$ cat src/rtl/ptw_pkg.sv
package ptw_pkg;

    localparam int VA_W   = 32;
    localparam int IDX_W  = 10;
    localparam int OFF_W  = 12;
    localparam int PA_W   = 40;
    localparam int PPN_W  = PA_W - OFF_W;
    localparam int FLAG_W = 4;
    localparam int PTE_W  = PPN_W + FLAG_W;
    localparam int ENT_SH = 2;  // log2 of entry size in bytes

    typedef struct packed {
        logic [PPN_W-1:0] ppn;
        logic             user_ok;
        logic             wr_ok;
        logic             rd_ok;
        logic             valid;
    } pte_t;

    typedef struct packed {
        logic [IDX_W-1:0] idx_hi;
        logic [IDX_W-1:0] idx_lo;
        logic [OFF_W-1:0] offset;
        logic             store;
        logic             user;
    } walk_req_t;

    typedef enum logic [1:0] {
        ST_IDLE  = 2'd0,
        ST_RD_L1 = 2'd1,
        ST_RD_L2 = 2'd2,
        ST_RESP  = 2'd3
    } walk_state_e;

    function automatic walk_req_t split_vaddr(input logic [VA_W-1:0] va,
                                              input logic st,
                                              input logic us);
        walk_req_t r;
        r.idx_hi = va[VA_W-1 -: IDX_W];
        r.idx_lo = va[OFF_W +: IDX_W];
        r.offset = va[OFF_W-1:0];
        r.store  = st;
        r.user   = us;
        return r;
    endfunction

endpackage

$ cat src/rtl/ptw_addr_gen.sv
module ptw_addr_gen
    import ptw_pkg::*;
(
    input  logic [PA_W-1:0]  table_base,
    input  logic [IDX_W-1:0] index,
    output logic [PA_W-1:0]  entry_addr
);
    localparam int PAD_W = PA_W - IDX_W - ENT_SH;

    logic [PA_W-1:0] scaled;

    always_comb begin
        scaled     = {{PAD_W{1'b0}}, index, {ENT_SH{1'b0}}};
        entry_addr = table_base + scaled;
    end
endmodule

$ cat src/rtl/ptw_entry_check.sv
module ptw_entry_check
    import ptw_pkg::*;
(
    input  logic [PTE_W-1:0] raw_entry,
    input  logic             is_store,
    input  logic             is_user,
    output logic             page_fault,
    output logic             access_fault,
    output logic [PPN_W-1:0] ppn
);
    pte_t ent;
    logic denied;

    always_comb begin
        ent          = pte_t'(raw_entry);
        denied       = (is_store && !ent.wr_ok)
                     || (!is_store && !ent.rd_ok)
                     || (is_user && !ent.user_ok);
        page_fault   = !ent.valid;
        access_fault = ent.valid && denied;
        ppn          = ent.ppn;
    end
endmodule

$ cat src/rtl/ptw_top.sv
module ptw_top
    import ptw_pkg::*;
(
    input  logic             clk,
    input  logic             rst,
    input  logic             req_valid,
    output logic             req_ready,
    input  logic [VA_W-1:0]  req_vaddr,
    input  logic             req_store,
    input  logic             req_user,
    input  logic [PA_W-1:0]  ptbr,
    output logic             mem_req_valid,
    input  logic             mem_req_ready,
    output logic [PA_W-1:0]  mem_req_addr,
    input  logic             mem_rsp_valid,
    input  logic [PTE_W-1:0] mem_rsp_data,
    output logic             rsp_valid,
    output logic [PA_W-1:0]  rsp_paddr,
    output logic             rsp_page_fault,
    output logic             rsp_access_fault,
    output logic             rsp_fault_level
);
    walk_state_e      state_q;
    walk_req_t        req_q;
    logic             issued_q;
    logic [PA_W-1:0]  base_q;
    logic [PA_W-1:0]  paddr_q;
    logic             pf_q, af_q, lvl_q;

    logic [IDX_W-1:0] cur_idx;
    logic             ent_pf, ent_af;
    logic [PPN_W-1:0] ent_ppn;
    logic             walking, entry_arrived;

    always_comb begin
        walking       = (state_q == ST_RD_L1) || (state_q == ST_RD_L2);
        cur_idx       = (state_q == ST_RD_L2) ? req_q.idx_lo : req_q.idx_hi;
        entry_arrived = walking && issued_q && mem_rsp_valid;
    end

    ptw_addr_gen u_addr (
        .table_base (base_q),
        .index      (cur_idx),
        .entry_addr (mem_req_addr)
    );

    ptw_entry_check u_check (
        .raw_entry    (mem_rsp_data),
        .is_store     (req_q.store),
        .is_user      (req_q.user),
        .page_fault   (ent_pf),
        .access_fault (ent_af),
        .ppn          (ent_ppn)
    );

    always_ff @(posedge clk) begin
        if (rst) begin
            state_q  <= ST_IDLE;
            req_q    <= '0;
            issued_q <= 1'b0;
            base_q   <= '0;
            paddr_q  <= '0;
            pf_q     <= 1'b0;
            af_q     <= 1'b0;
            lvl_q    <= 1'b0;
        end else begin
            case (state_q)
                ST_IDLE: begin
                    if (req_valid) begin
                        req_q    <= split_vaddr(req_vaddr, req_store, req_user);
                        base_q   <= ptbr;
                        issued_q <= 1'b0;
                        paddr_q  <= '0;
                        pf_q     <= 1'b0;
                        af_q     <= 1'b0;
                        lvl_q    <= 1'b0;
                        state_q  <= ST_RD_L1;
                    end
                end
                ST_RD_L1, ST_RD_L2: begin
                    if (mem_req_valid && mem_req_ready) begin
                        issued_q <= 1'b1;
                    end
                    if (entry_arrived) begin
                        if (ent_pf || ent_af) begin
                            pf_q    <= ent_pf;
                            af_q    <= ent_af;
                            lvl_q   <= (state_q == ST_RD_L2);
                            state_q <= ST_RESP;
                        end else if (state_q == ST_RD_L1) begin
                            base_q   <= {ent_ppn, {OFF_W{1'b0}}};
                            issued_q <= 1'b0;
                            state_q  <= ST_RD_L2;
                        end else begin
                            paddr_q <= {ent_ppn, req_q.offset};
                            state_q <= ST_RESP;
                        end
                    end
                end
                default: state_q <= ST_IDLE;
            endcase
        end
    end

    always_comb begin
        req_ready        = (state_q == ST_IDLE);
        mem_req_valid    = walking && !issued_q;
        rsp_valid        = (state_q == ST_RESP);
        rsp_paddr        = paddr_q;
        rsp_page_fault   = pf_q;
        rsp_access_fault = af_q;
        rsp_fault_level  = lvl_q;
    end
endmodule

$ cat config.mk
export PLATFORM = sky130hd
export DESIGN_NAME = ptw_top
export DESIGN_NICKNAME = d
export VERILOG_FILES = /design/src/rtl/ptw_pkg.sv /design/src/rtl/ptw_addr_gen.sv /design/src/rtl/ptw_entry_check.sv /design/src/rtl/ptw_top.sv
export SDC_FILE = /design/constraint.sdc
export NUM_CORES = 1
export LEC_CHECK = 0
export BUFFER_PORTS_ARGS = -buffer_cell sky130_fd_sc_hd__buf_4
export CAP_MARGIN = 20
export CORE_AREA = 2 2 134 136
export DETAILED_ROUTE_END_ITERATION = 6
export DIE_AREA = 0 0 136 138
export PLACE_DENSITY_LB_ADDON = 0.12
export SLEW_MARGIN = 20
export SYNTH_ARGS = -nofsm -noshare
export SYNTH_HDL_FRONTEND = slang
export SYNTH_HIERARCHICAL = 1
export SYNTH_SLANG_ARGS = --single-unit
$ cat constraint.sdc
create_clock -name clk -period 3.65 [get_ports clk]
set_input_delay 0.1825 -clock clk [delete_from_list [all_inputs] [get_ports clk]]
set_output_delay 0.1825 -clock clk [all_outputs]
set_load 0.05 [all_outputs]
## After elaboration in Yosys (flattened, before gate mapping)

Index checks and enable logic that the tools add are counted.

- Word-level logic and storage cells: 80
- Register bits after elaboration: 120

- Multiplexer cells: 31
- Add/subtract/negate cells: 1
- Reduce and logical (&&, ||, !) cells: 27
- Equal/unequal tests: 9

Operators by type and width:

| cell | count |
|---|---|
| 40-bit 2-to-1 mux | 8 |
| 40-bit one-hot mux with 2 select lines | 2 |
| 40-bit by 12-bit adder with 40-bit output | 1 |
| 1-bit 2-to-1 mux | 13 |
| 2-bit inequality test, second input constant | 6 |
| 10-bit 2-to-1 mux | 1 |
| 5-bit AND reduction | 2 |
| 1-bit logical AND | 8 |
| 1-bit one-hot mux with 2 select lines | 4 |
| 1-bit logical NOT | 6 |
| 2-bit AND reduction | 3 |
| 2-bit equality test, second input constant | 2 |
| 1-bit logical OR | 4 |
| 2-bit 2-to-1 mux | 2 |
| 2-bit one-hot mux with 2 select lines | 1 |
| 4-bit AND reduction | 1 |
| 2-bit by 1-bit equality test with 1-bit output, second input constant | 1 |
| 2-bit logical NOT | 1 |
| 2-bit nonzero test | 1 |
| 2-bit OR reduction | 1 |

## Logic depth before layout (Yosys ltp)

Gate-level depths: netlist of the first run.

- Depth in word-level cells: 9
- Mapped depth: 13
- Depth with buffers taken out: 11

## Hierarchy

Netlist of the first run, hierarchy kept.

By module, submodules not included:

| module | area an instance (µm²) | times used | cells an instance |
|---|---|---|---|
| ptw_top | 5637.9 | 1 | 595 |
| ptw_addr_gen | 960.9 | 1 | 136 |
| ptw_entry_check | 240.2 | 1 | 32 |

## Worst setup path before layout of the first run

No wires, ideal clock.

- Kind: register -> output
- Start point: register state_q[0]
- End point: output mem_req_addr[32]
- Stages on the path, launching flop included: 12
- Required time: 3.467 ns
- Path slack: -0.039 ns
- Arrival time: 3.506 ns
- Cell sequence: dfxtp_1 inv_1 ha_1 clkbuf_1 mux2_2 ha_1 nand2_1 a21oi_2 o21ai_1 o21ai_0 or3b_1 xnor2_1

- Cells in the longest elaborated chain, start to end: 3

RTL lines:

| what | line | source |
|---|---|---|
| from (decl) | ptw_top.sv:23 | `walk_state_e state_q;` |
| from (signal assigned) | ptw_top.sv:58 | `state_q <= ST_IDLE;` |
| from (signal assigned) | ptw_top.sv:77 | `state_q <= ST_RD_L1;` |
| from (signal assigned) | ptw_top.sv:89 | `state_q <= ST_RESP;` |
| 2-bit equality test | ptw_top.sv:37 | `cur_idx = (state_q == ST_RD_L2) ? req_q.idx_lo : req_q.idx_hi;` |
| 10-bit 2-to-1 mux | ptw_top.sv:37 |  |
| via cur_idx[2] | ptw_top.sv:30 | `logic [IDX_W-1:0] cur_idx;` |
| 40-bit by 12-bit adder with 40-bit output | ptw_addr_gen.sv:14 | `entry_addr = table_base + scaled;` |
| to (decl) | ptw_top.sv:14 | `output logic [PA_W-1:0] mem_req_addr,` |

The timed path passes the listed nets, and every way through them passes these cells.

## Worst setup path after layout of the first run

- Start point: register state_q[0]
- End point: output mem_req_addr[27]

The elaborated chain is that of the path after synthesis.

==> results.cfg, run 1 <==
[clock_network]
cts_htree_levels = 4
tritoncts = yes
root_buffer = clkbuf_16
cts_buffers = 17
cts.sinks = 120
clock_latency_ns = 0.41
clockBufferDepth = 2
cts.clk_slew.worst_paths_ns = 0.06

[sta]
hold_ws_ns = 0.0191
finalWorstSetupSlack_ns = 0.131
slew_violations = 0
relSlewSlack = 0.499
setup_violations = 0
finalCritPeriodShare = 0.964
fin_skew_ns = 0.00738
hold_viol_final = 0
period_minus_slack_ns = 3.52
rsz0062_at_grt = yes
max_freq_mhz = 284
worst_pin_slew_ns = 0.752

[setup_path]
crit_required_ns = 3.47
critical_path.max_stage_delay_ns = 0.36
cp_data_arrival_time_ns = 3.34
critical_path_class = reg -> out
critPathBufInv = 6
cp_common_cell = buf_4
path_delay_family = buffers and inverters
worstReg2RegStart = state_q[1]
r2r_setup_slack_ns = 1.01
crit_path_cell_trace = inv_4 -> ha_4 -> buf_4 -> buf_4 -> buf_4 -> mux2_2 -> ha_4 -> a21oi_1 -> o22ai_1 -> a211o_1 -> buf_2 -> nand3_1 -> xnor2_1 -> buf_4
critPathMaxFanout = 6
crit_path_end_kind = output pin
slowest_stage = dfxtp_4
cp-startpoint = state_q[0]
worstSetupStartpointType = register

[detailed_routing]
ant_nets = 0
drc = 0
firstDrtPassIters = 4
post_drt_wl_per_cell_um = 16.0
first_iter_violations = 361
routed-via-count = 5796
drt-total-wl_um = 18600
viasPerCell = 5.00

[flow_run]
max-cap-violations = 0

[yosys]
synthMuxAreaShare = 0.184
synth_compound_area_frac = 0.0569
synth_ff_type = dfxtp_1
synthSimpleGateAreaFrac = 0.256
postSynthCellCount = 763
yosysWarnings = 6
netlist_area_mm2 = 0.00684
syn_avg_cell_area_um2 = 8.96
ys_async_sr_fraction = 0
synth_edf_count = 0
synth_adder_area_share = 0.0322
ys_seq_area_frac = 0.351
synth_top_family_by_area = simple AND/OR/NAND/NOR gates
synth-seq-cells = 120
synth_xor_area_frac = 0.0448
yosysUniqueCellTypes = 50
syn_nets = 891

[finish]
multiInputGateArea_mm2 = 0.00407
drive_gt1_frac = 0.357
antennaDiodeCount = 0
layout_commonest_cell = buf_4
synthToLayoutAreaGrowth_pct = 32.1
fillers = 1688
seq_area_mm2 = 0.00241
layout.nets = 1046
final_cell_mix = 212 x buf_4, 118 x dfxtp_1, 82 x mux2i_1

[floorplan]
die_w_um = 136
core_area_mm2 = 0.0175
io_pins = 197
start_util = 0.390
core.rowCount = 49
die_height_um = 138
dieArea_mm2 = 0.0188

[pwr]
leakage_nw = 3.94
ir_drop_uv = 305
powerDensity_mw_per_mm2 = 701

[global_route]
grt_pass1_vias = 5640
grt_overflow = 0
grt_pass1_wl_um = 28900
grt_max_degree = 99
grt_util_all_layers = 0.194
antenna_found_initial = 0

[place]
place_congestion = 0.928
io_buffers = 196
pre_cts_slack_ns = 0.111
hpwl_um = 13300

[run_status]
status = completed

[min_path]
hold_path.class = in -> reg
min_from = req_vaddr[12]
==> cells in the mapped netlist (2+ instances only) <==
master	instances	area share
ha_1	16	0.029
buf_2	4	0.0029
a31oi_1	3	0.0027
nand3_1	16	0.012
a21oi_2	2	0.0026
inv_1	7	0.0038
a21oi_1	42	0.031
and3_2	2	0.0022
o21ai_1	2	0.0015
mux2i_1	82	0.12
xnor2_1	28	0.036
buf_1	2	0.0011
or3b_2	12	0.015
nor2b_1	30	0.027
nand3b_1	42	0.046
a211o_1	2	0.0026
nor3b_1	2	0.0022
nand2_1	84	0.046
nor3_1	2	0.0015
xor2_1	7	0.0090
buf_6	6	0.0099
or3b_1	2	0.0026
nand4_1	9	0.0082
nand2b_1	56	0.051
buf_4	33	0.036
mux2_2	38	0.063
clkbuf_1	37	0.020
nor2_1	37	0.020
and3_1	7	0.0064
a211oi_1	3	0.0033
dfxtp_1	120	0.35
o21ai_0	7	0.0051
and2_1	4	0.0037
==> power breakdown <==
part	switching, W	leakage [nW]	internal, W
logic	0.00178	2.68	0.00114
registers	0.000221	0.979	0.00156
clock network	0.000634	0.280	0.000998
==> tightest hold or removal path: cells and delay by family <==
family	cells	cell delay [ns]
buffers and inverters	1	0.11
and+or+nand+nor	1	0.04
AOI/OAI and AO/OA	1	0.05
==> state kept, by name (all words and copies together), names as in the netlist <==
signal and flops:
rsp_access_fault 1, rsp_page_fault 1, req_q 34, state_q 2
issued_q 1, base_q 40, rsp_fault_level 1, rsp_paddr 40
==> path summary, 6_finish.rpt <==
kind	end	cells past startpoint
worst max-delay path	mem_req_addr[27]	14
worst min-delay path	req_q[14]	3
worst max register to register	rsp_paddr[31]	6
worst min register to register	req_q[32]	2
==> layout make-up <==
type                            instances  share of cell area
Multi-Input combinational cell        554               0.451
Tap cell                              229              0.0317
Inverter                                7             0.00318
Sequential cell                       120               0.266
Clock inverter                         12              0.0127
Timing Repair Buffer                  218               0.184
Clock buffer                           20              0.0516
==> layer usage <==
layer  track usage  share of wire  routed length (um)
met1         0.248           0.45                8300
met2         0.318           0.47                8820
met3        0.0528          0.067                1250
met4        0.0570          0.012                 219
met5             0              0                   0
==> stage by stage <==
stage / setup TNS, ns / utilization / instance area [um^2] / instances / power (W)
2_1_floorplan: 0 / - / 6870 / 763 / 0.00394
4_1_cts: 0 / 0.507 / 8890 / 1152 / 0.00635
5_1_grt: -0.146 / 0.515 / 9040 / 1160 / 0.00665
3_3_place_gp: 0 / 0.471 / 8260 / 1116 / 0.00464
6_report: 0 / 0.515 / 9040 / 1160 / 0.00633
3_5_place_dp: 0 / 0.471 / 8260 / 1116 / 0.00469
==> logic make-up (layout without fill, tap and decap cells) <==
| family | Yosys count | in the layout |
|---|---|---|
| and+or+nand+nor | 313 | 313 |
| buffers and inverters | 89 | 257 |
| DFF | 120 | 120 |
| xor gates and xnor gates | 35 | 35 |
| muxes | 121 | 121 |
| AOI/OAI and AO/OA | 68 | 68 |
| adders and majority gates | 17 | 17 |
==> timing repair <==
action | CTS | global route
hold buffers | 1 | 0
hold endpoints to repair | 1 | 0
setup endpoints to repair | 28 | 25
pin swaps | 0 | 4
gates resized for setup | 3 | 23
cloned | 0 | 1
buffers inserted | 3 | 7
(Power assumes the default switching activity.)
==> run 2: changes to the inputs <==
ABC_AREA = 1   (was unset)
CORE_AREA = 2 2 137 139   (was 2 2 134 136)
DIE_AREA = 0 0 139 141   (was 0 0 136 138)
==> results.cfg, run 2 <==
[detailed_routing]
post_drt_wl_per_cell_um = 14.7
routed-via-count = 7388
viasPerCell = 4.85
drt-total-wl_um = 22300
ant_nets = 0
first_iter_violations = 397
drc = 0
firstDrtPassIters = 5

[yosys]
synth_area_leaders = dfxtp_1 34%, nand2_1 16%, nor2_1 10%
syn_avg_cell_area_um2 = 6.30
synth_ff_type = dfxtp_1
synth_edf_count = 0
ys_async_sr_fraction = 0
synth_common_cells = 311 x nand2_1, 197 x nor2_1, 120 x dfxtp_1, 113 x nand3_1, 93 x inv_1
yosysUniqueCellTypes = 37
netlist.area_leader.share = 0.337
syn_nets = 1259
yosysWarnings = 6
synth.most_common_cell = nand2_1
postSynthCellCount = 1131
synth-seq-cells = 120
netlist_area_mm2 = 0.00712
synth_area_leader_cell = dfxtp_1
ys_seq_area_frac = 0.337

[clock_network]
clockBufferDepth = 2
cts_buffers = 17
tritoncts = yes
cts.sinks = 120
hold_buffers = 0
cts.clk_slew.worst_paths_ns = 0.06
root_buffer = clkbuf_16
clock_latency_ns = 0.41
cts_htree_levels = 4

[setup_path]
crit_path_end_kind = output pin
critical_path_class = reg -> out
rr_endpoint = rsp_paddr[25]
worstReg2RegStart = state_q[0]
r2r_setup_slack_ns = 0.86
crit_required_ns = 3.47
cp_data_arrival_time_ns = 3.22
worstSetupStartpointType = register
critPathMaxFanout = 12
reg2reg_depth = 11

[floorplan]
io_pins = 197
dieArea_mm2 = 0.0196
die_height_um = 141
start_util = 0.390
core_area_mm2 = 0.0183
core.rowCount = 50
die_w_um = 139

[finish]
synthToLayoutAreaGrowth_pct = 27.4
final_util = 0.497
antennaDiodeCount = 0
final_cell_mix = 311 x nand2_1, 208 x buf_4, 197 x nor2_1
layout_commonest_cell = nand2_1
stdcell_area_mm2 = 0.00907
drive_gt1_frac = 0.211
final_cells = 1522
layout.nets = 1403

[sta]
max_freq_mhz = 294
hold_viol_final = 0
slew_violations = 0
worst_pin_slew_ns = 0.846
finalCritPeriodShare = 0.931
relSlewSlack = 0.435
fin_skew_ns = 0.00734
period_minus_slack_ns = 3.40
setup_tns_ns = 0
setup_violations = 0
finalWorstSetupSlack_ns = 0.250

[min_path]
hold_path.class = in -> reg
min_from = req_vaddr[1]
hold_depth = 3
worstHoldEndpoint = req_q[3]

[place]
place_congestion = 0.925
pre_cts_slack_ns = 0.514
post-place-cells = 1487
io_buffers = 196
hpwl_um = 16700
dpl_cell_area_mm2 = 0.00847

[flow_run]
max-cap-violations = 0

[global_route]
grt_overflow = 0
grt_util_all_layers = 0.225
antenna_found_initial = 0
grt_pass1_wl_um = 35700
grt_pass1_vias = 7025
grt_max_degree = 56

[pwr]
ir_drop_uv = 727
powerDensity_mw_per_mm2 = 960
leakage_nw = 4.56

[run_status]
status = completed
[run 2: cell types whose count changed in the layout (fill, tap and decap cells not counted), moves of 56 or more]
cell / before / now
nand2_1: 81 / 311
nor2_1: 36 / 197
inv_1: 6 / 92
nand2b_1: 56 / 0
mux2i_1: 82 / 0
nand3_1: 16 / 113
[run 2: cell families (layout without fill, tap and decap cells)]
| family | count (synthesis) | after routing | share of synthesized area |
|---|---|---|---|
| AO/OA/AOI/OAI | 123 | 123 | 0.0891 |
| XOR/XNOR | 24 | 24 | 0.0295 |
| adder cells (fa/ha/maj) | 17 | 17 | 0.0309 |
| buffers and inverters | 181 | 338 | 0.121 |
| flip-flops | 120 | 120 | 0.337 |
| AND/OR/NAND/NOR | 666 | 666 | 0.392 |
[run 2: per-layer routing]
metal  part of all wire  vias up  GRT usage
met5                  0        -          0
met4              0.012        0     0.0638
met3              0.056       19     0.0510
met2               0.46      177      0.365
met1               0.47     3377      0.302
li1                   -     3815          -
[run 2: power breakdown]
group,internal (W),switching (W),total [W]
Combinational,0.00152,0.00369,0.00521
Clock,0.000885,0.000634,0.00152
Sequential,0.00167,0.000312,0.00199
Total,0.00408,0.00464,0.00871
[run 2: critical path, stage by stage (launching register included)]
cell and delay, ns:
dfxtp_1 0.36, inv_1 0.15, ha_4 0.23, clkinvlp_4 0.18, nand2_1 0.09, nand2_1 0.06
ha_1 0.25, fa_1 0.44, nand2_1 0.09, nand2_1 0.07, and2_4 0.15, nand2_2 0.05
nand2_2 0.07, nand2_1 0.06, nand2_1 0.12, xor2_1 0.20, buf_4 0.23
[run 2: what timing repair did]
| item | in CTS | in global routing |
|---|---|---|
| setup endpoints to repair | 0 | 27 |
| buffers inserted | 0 | 2 |
| resized for setup | 0 | 3 |
[run 2: how the worst max path moves through the flow]
stage	start	endpoint	slack [ns]	cells past startpoint
6_report	state_q[0]	mem_req_addr[14]	0.25	16
5_1_grt	state_q[0]	mem_req_addr[34]	-0.003	18
4_1_cts	state_q[0]	mem_req_addr[14]	0.06	16
3_5_place_dp	state_q[0]	mem_req_addr[14]	0.51	16
3_3_place_gp	state_q[0]	mem_req_addr[34]	0.62	18
2_1_floorplan	state_q[0]	mem_req_addr[18]	0.53	15
[run 2: area by class of cell]
type,instances,area [um^2]
sequential,120,2400
fill,2020,9190
clock buffer,18,439
inverter,97,368
clock inverter,14,103
multi-input combinational,830,3880
tap,234,293
timing repair buffer,209,1590
[run 2: per-stage QoR]
stage                     hold WS [ns]  power, W
after floorplan                  0.349   0.00582
after global placement           0.433   0.00712
after detailed placement         0.439   0.00713
after CTS                      0.00470   0.00867
after global routing            0.0123   0.00942
final                           0.0210   0.00871
